$ cat config.mk
export PLATFORM = sky130hd
export DESIGN_NAME = dhw_sat_abs_unit
export DESIGN_NICKNAME = d
export VERILOG_FILES = /design/src/rtl/dhw_pkg.sv /design/src/rtl/dhw_abs_lane.sv /design/src/rtl/dhw_lane_array.sv /design/src/rtl/dhw_pipe_reg.sv /design/src/rtl/dhw_sat_abs_unit.sv
export SDC_FILE = /design/constraint.sdc
export NUM_CORES = 1
export LEC_CHECK = 0
export BUFFER_PORTS_ARGS = -buffer_cell sky130_fd_sc_hd__buf_2
export CELL_PAD_IN_SITES_DETAIL_PLACEMENT = 1
export CELL_PAD_IN_SITES_GLOBAL_PLACEMENT = 2
export CORE_ASPECT_RATIO = 0.7
export CORE_MARGIN = 8
export CORE_UTILIZATION = 25
export DETAILED_ROUTE_END_ITERATION = 16
export PLACE_DENSITY = 0.64
export SYNTH_ARGS = -nofsm -noshare
export SYNTH_HDL_FRONTEND = slang
export SYNTH_SLANG_ARGS = --single-unit
$ cat constraint.sdc
create_clock -name clk -period 2.9 [get_ports clk]
set_input_delay 0.29 -clock clk [delete_from_list [all_inputs] [get_ports clk]]
set_output_delay 0.29 -clock clk [all_outputs]
set_load 0.05 [all_outputs]
$ cat src/rtl/dhw_pkg.sv
package dhw_pkg;
  // Default geometry of the unit: two 16-bit lanes in a 32-bit word.
  localparam int DHW_LANE_W = 16;
  localparam int DHW_LANES  = 2;
  localparam int DHW_IDX_W  = 5;
endpackage

$ cat src/rtl/dhw_abs_lane.sv
// Saturating absolute value of one signed lane.
module dhw_abs_lane #(
  parameter int W = 16
) (
  input  logic [W-1:0] x,
  output logic [W-1:0] y
);
  localparam logic [W-1:0] MIN_NEG = {1'b1, {(W-1){1'b0}}};
  localparam logic [W-1:0] MAX_POS = {1'b0, {(W-1){1'b1}}};

  always_comb begin
    if (x == MIN_NEG)   y = MAX_POS;
    else if (x[W-1])    y = W'(0) - x;
    else                y = x;
  end
endmodule

$ cat src/rtl/dhw_lane_array.sv
// Splits a packed word into lanes and applies the lane operation to each.
module dhw_lane_array #(
  parameter int LANE_W = 16,
  parameter int LANES  = 2
) (
  input  logic [LANE_W*LANES-1:0] src,
  output logic [LANE_W*LANES-1:0] dst
);
  for (genvar g = 0; g < LANES; g++) begin : g_lane
    dhw_abs_lane #(.W(LANE_W)) u_lane (
      .x (src[g*LANE_W +: LANE_W]),
      .y (dst[g*LANE_W +: LANE_W])
    );
  end
endmodule

$ cat src/rtl/dhw_pipe_reg.sv
// One pipeline slot: the valid bit is reset, the payload is not.
module dhw_pipe_reg #(
  parameter int W = 8
) (
  input  logic         clk,
  input  logic         rst,
  input  logic         en,
  input  logic         d_valid,
  input  logic [W-1:0] d,
  output logic         q_valid,
  output logic [W-1:0] q
);
  always_ff @(posedge clk) begin
    if (rst)     q_valid <= 1'b0;
    else if (en) q_valid <= d_valid;
  end

  always_ff @(posedge clk) begin
    if (en) q <= d;
  end
endmodule

$ cat src/rtl/dhw_sat_abs_unit.sv
module dhw_sat_abs_unit
  import dhw_pkg::*;
#(
  parameter int LANE_W = DHW_LANE_W,
  parameter int LANES  = DHW_LANES,
  parameter int IDX_W  = DHW_IDX_W
) (
  input  logic                    clk,
  input  logic                    rst,
  input  logic                    in_valid,
  output logic                    in_ready,
  input  logic [LANE_W*LANES-1:0] in_operand,
  input  logic [LANE_W*LANES-1:0] in_guard,
  input  logic [IDX_W-1:0]        in_dest,
  input  logic                    out_ready,
  output logic                    res_valid,
  output logic                    res_we,
  output logic [IDX_W-1:0]        res_dest,
  output logic [LANE_W*LANES-1:0] res_data
);
  localparam int DW  = LANE_W * LANES;
  localparam int S1W = DW + 1 + IDX_W;
  localparam int S2W = DW + 1 + IDX_W;

  logic              adv;
  logic              s1_valid, s2_valid;
  logic [S1W-1:0]    s1_q;
  logic [S2W-1:0]    s2_q;
  logic [DW-1:0]     s1_operand, s1_abs;
  logic              s1_guard, s2_guard;
  logic [IDX_W-1:0]  s1_dest;
  logic              unused_guard_hi;

  // Only the predicate's bit 0 is used.
  assign unused_guard_hi = ^in_guard[DW-1:1];

  // The whole pipe moves unless a held result is blocking the last stage.
  assign adv      = ~s2_valid | out_ready;
  assign in_ready = adv;

  dhw_pipe_reg #(.W(S1W)) u_stage1 (
    .clk     (clk),
    .rst     (rst),
    .en      (adv),
    .d_valid (in_valid),
    .d       ({in_operand, in_guard[0], in_dest}),
    .q_valid (s1_valid),
    .q       (s1_q)
  );

  assign {s1_operand, s1_guard, s1_dest} = s1_q;

  dhw_lane_array #(.LANE_W(LANE_W), .LANES(LANES)) u_lanes (
    .src (s1_operand),
    .dst (s1_abs)
  );

  dhw_pipe_reg #(.W(S2W)) u_stage2 (
    .clk     (clk),
    .rst     (rst),
    .en      (adv),
    .d_valid (s1_valid),
    .d       ({s1_abs, s1_guard, s1_dest}),
    .q_valid (s2_valid),
    .q       (s2_q)
  );

  assign {res_data, s2_guard, res_dest} = s2_q;
  assign res_valid = s2_valid;
  assign res_we    = s2_valid & s2_guard;
endmodule

* After elaboration in Yosys (flattened, before gate mapping)
Index checks and enable logic that the tools add are counted.
Cells by class: eq/ne operators 2, bitwise operators 5, multiplexer cells 2, reductions and logical operators 2, add/subtract/negate cells 2
Operators by type and width (number):
- $eq 16x16->1 const B | 2
- $sub 1x16->16 const A | 2
- $mux 15 | 2
- $reduce_or 2->1 | 2
- $not 1->1 | 3
- $and 1x1->1 | 1
- $or 1x1->1 | 1
Word-level totals: register bits 78, word-level logic and storage cells 21

* Logic depth before layout (Yosys ltp)
word-level depth 2, mapped depth 6, depth with buffers taken out 6

* Cells and area by module
From an unflattened synthesis, not the netlist that was laid out.
Second synthesis, totals: cells, all modules 214, area total of the unflattened synthesis 3225.6 µm²
Modules (own cells, without submodules):
- dhw_pipe_reg | area an instance 1174.9 µm², sequential area each 1161.1 µm², cells each 41, instances 2
- dhw_abs_lane | area an instance 431.7 µm², sequential area each 0.0 µm², cells each 65, instances 2
- dhw_sat_abs_unit | area an instance 12.5 µm², sequential area each 0.0 µm², cells each 2, instances 1

* Worst setup path before layout
No wires, ideal clock.
path kind register to register, from register u_stage2.q_valid, to register u_stage1.q[0], enable pin, required time 2000 ps, period minus slack after synthesis 3225 ps, arrival 2324 ps, stages on the path, launching flop included 2, library setup time 900 ps, setup slack -325 ps, cells stage by stage dfxtp_1 > nand2b_1
On the way: cells in the longest elaborated chain, start to end 2
RTL lines:
- from (decl) | RTL line dhw_pipe_reg.sv:10 | output logic q_valid,
- from (signal assigned) | RTL line dhw_pipe_reg.sv:15 | else if (en) q_valid <= d_valid;
- $not 1->1 | RTL line dhw_sat_abs_unit.sv:38 | assign adv = ~s2_valid | out_ready;
- $or 1x1->1 | RTL line dhw_sat_abs_unit.sv:38
- net in_ready | RTL line dhw_sat_abs_unit.sv:11 | output logic in_ready,
- to (signal assigned) | RTL line dhw_pipe_reg.sv:19 | if (en) q <= d;
- to (decl) | RTL line dhw_pipe_reg.sv:11 | output logic [W-1:0] q
The timed path passes the listed nets, and every way through them passes these cells. A chain may end at the register's enable or synchronous reset.

* Final worst setup path
from register u_stage1.q[22], to register u_stage2.q[34], data pin
On the way: cells in the longest elaborated chain, start to end 2
RTL lines:
- $sub 1x16->16 | RTL line dhw_abs_lane.sv:13 | else if (x[W-1]) y = W'(0) - x;
- $mux 15 | RTL line dhw_abs_lane.sv:13
- to (signal assigned) | RTL line dhw_pipe_reg.sv:19
- to (decl) | RTL line dhw_pipe_reg.sv:11
Several ways; a longest one is shown, not always the timed one.

==> impl_metrics.tcl <==
set metrics [dict create \
    outcome "completed" \
    r2r_slack_ns 0.69 \
    drtIter0Drc 95 \
    antenna_found_initial 0 \
    relSlewSlack_pct 45.2 \
    grt_use_total_pct 8.61 \
    reg2reg_depth 6 \
    rows 36 \
    multi_input_area_um2 821 \
    worstPathMaxFanout 5 \
    fp.dieW_um 157 \
    grtUsageMet1_pct 10.7 \
    fin_tns_setup_ns 0 \
    hold_path_depth 2 \
    synth.distinct_cells 42 \
    coreArea_um2 13700 \
    slowest_delay_ns 0.53 \
    irDropWorstVdd_v 0.000280 \
    synth.area.top_cells "edfxtp_1, buf_4, nand2_1" \
    placed_area_um2 3860 \
    avgViaCountPerCell 4.10 \
    post_drt_wl_per_cell_um 15.0 \
    first_pass_iters 4 \
    period_minus_slack_ns 2.21 \
    skew_ns 0.00498 \
    drv_slew 0 \
    hold_buffers 0 \
    busiest_layer "met2" \
    met2_usage_pct 13.5 \
    vias 2065 \
    initial_core_util_pct 25.2 \
    drt_wl_total_um 7570 \
    yosysSeqAreaShare_pct 67.0 \
    clock-sinks 78 \
    yosysWarnings 0 \
    setup_violations 0 \
    drive_gt1_share_pct 35.0 \
    synth-seq-cells 78 \
    cts_buffers 9 \
    synth_cells 254 \
    netlist_area_um2 3470 \
    reg2reg_to "u_stage2.q[34]" \
    powerDensity_nw_per_um2 746 \
    syn_area_per_cell_um2 13.6 \
    grt_max_degree 34 \
    post_cts_buffers 0 \
    critical_path_arrival_ns 2.29 \
    worstPathBufferInverterCount 1 \
    ant_nets 0 \
    cts.repair.resized 0 \
    fmax_mhz 452 \
    yosysMostFrequentCell "edfxtp_1" \
    synth_top_area_share_pct 65.8 \
    clkLatencyLatePin_ns 0.33 \
    place_hpwl_um 5740 \
    ios 113 \
    timing.final.ws_setup_ns 0.687 \
    r2r_start "u_stage1.q[22]" \
    cts_max_path_buffers 2 \
    synth_commonest_cells "edfxtp_1, buf_4, nand2_1, a21oi_1, nor2_1" \
    hold_class "input pin to register" \
    hold_slack_ns 0.125 \
    grt_pass1_vias 2191 \
    areaGrowthSynthToFinish_pct 21.0 \
    p_leak_nw 1.67 \
    critical_path.cell_chain "inv_1 -> ha_1 -> or3b_2 -> nor4_2 -> a21oi_1 -> o22a_1" \
    gr-total-overflow 0 \
    finalCritPeriodShare_pct 76.3 \
    h-tree-depth 3 \
    cts_tree "yes" \
    yosys.area.top_type "edfxtp_1" \
    grt_pass1_wl_um 11900 \
    synthFlopType "edfxtp_1" \
    hold_path.startpoint "rst" \
    die-area_um2 18000 \
    use_met3_pct 3.32 \
    nets 384 \
    hold_end "u_stage2.q_valid" \
    hold_viol_final 0 \
    syn_nets 329 \
    cp_slowest_cell "or3b_2" \
    die_h_um 115 \
    rsz0062_at_grt "false" \
    synth-edff-count 76 \
    critPathTopFamily "simple AND/OR/NAND/NOR gates" \
    clk_pin_slew_ns 0.06 \
    io_buffer_count 81 \
    drc 0 \
    finalPower_w 0.00313 \
    synthArstFlopShare_pct 0 \
    n_fill_cell 1516 \
    gp_congestion 0.780 \
    start_kind "register" \
    cap_viol_max_count 0 \
    fin_area_um2 4200 \
    place_ws_ns 0.711 \
    worstPathRequired_ns 2.97 \
    seq_area_um2 2320 \
    diodes 0 \
    cts_root_buffer "clkbuf_16" \
    worstMarginPinSlew_ns 0.814 \
    crit_type "register to register" \
    setup.worst_path.end_class "register" \
]
==> flip-flops by register name, indices dropped and copies added (netlist names) <==
signal            count
u_stage2.q_valid      1
u_stage2.q           38
u_stage1.q           38
u_stage1.q_valid      1
==> area by class of cell <==
class                           instances  share of cell area (%)
Clock inverter                          6                    2.62
Sequential cell                        78                    55.3
Inverter                                9                   0.805
Timing Repair Buffer                   86                    10.6
Clock buffer                           10                    5.46
Tap cell                              190                    5.66
Multi-Input combinational cell        125                    19.6
==> worst max-delay path by stage <==
stage / start / to / slack [ns] / cells past startpoint
4_1_cts: u_stage1.q[22] / u_stage2.q[34] / 0.69 / 6
3_3_place_gp: u_stage1.q[22] / u_stage2.q[32] / 0.74 / 6
3_5_place_dp: u_stage1.q[23] / u_stage2.q[34] / 0.71 / 6
5_1_grt: u_stage1.q[23] / u_stage2.q[23] / 0.56 / 6
6_report: u_stage1.q[22] / u_stage2.q[34] / 0.69 / 6
2_1_floorplan: u_stage2.q_valid / u_stage1.q[0] / 0.66 / 1
==> stage by stage <==
step,cells,util (%)
after floorplan,254,-
after global placement,488,28.1
after detailed placement,488,28.1
after CTS,504,30.5
after global routing,504,30.5
final,504,30.5
==> cells by family after synthesis <==
family,after synthesis,share of synthesized area (%)
compound gates,39,7.80
xor+xnor,12,3.03
fa+ha+maj,2,0.722
buf+inv,51,9.56
flops,78,67.0
mux,4,1.15
simple gates,68,10.8
==> power by group <==
part / leakage (nW) / internal (W) / total, W / switching (W)
clock network: 0.160 / 0.000839 / 0.00127 / 0.000429
registers: 0.814 / 0.00136 / 0.00141 / 0.0000578
logic: 0.696 / 0.000114 / 0.000448 / 0.000334
total: 1.67 / 0.00231 / 0.00313 / 0.000821
==> cells in the final DEF (no fill, tap or decap), drive strengths merged, types with 2 or more instances in the layout <==
cell,count
or4,2
xor2,8
mux2i,4
a21oi,11
and2,2
inv,9
edfxtp,76
clkbuf,10
ha,2
bufinv,3
nor2,11
o31ai,5
clkinv,2
xnor2,4
o211ai,2
or3,4
nor3,7
nand2,24
dfxtp,2
a211oi,4
nand3,4
o21ai,5
nor4,4
a31oi,7
o41ai,2
buf,86
==> metal layers <==
| layer | wire [um] | part of all wire [%] |
|---|---|---|
| met1 | 3620 | 48 |
| met2 | 3500 | 46 |
| met3 | 399 | 5.3 |
| met4 | 53 | 0.70 |
| met5 | 0 | 0 |
Power figures use the tool's default switching activity.
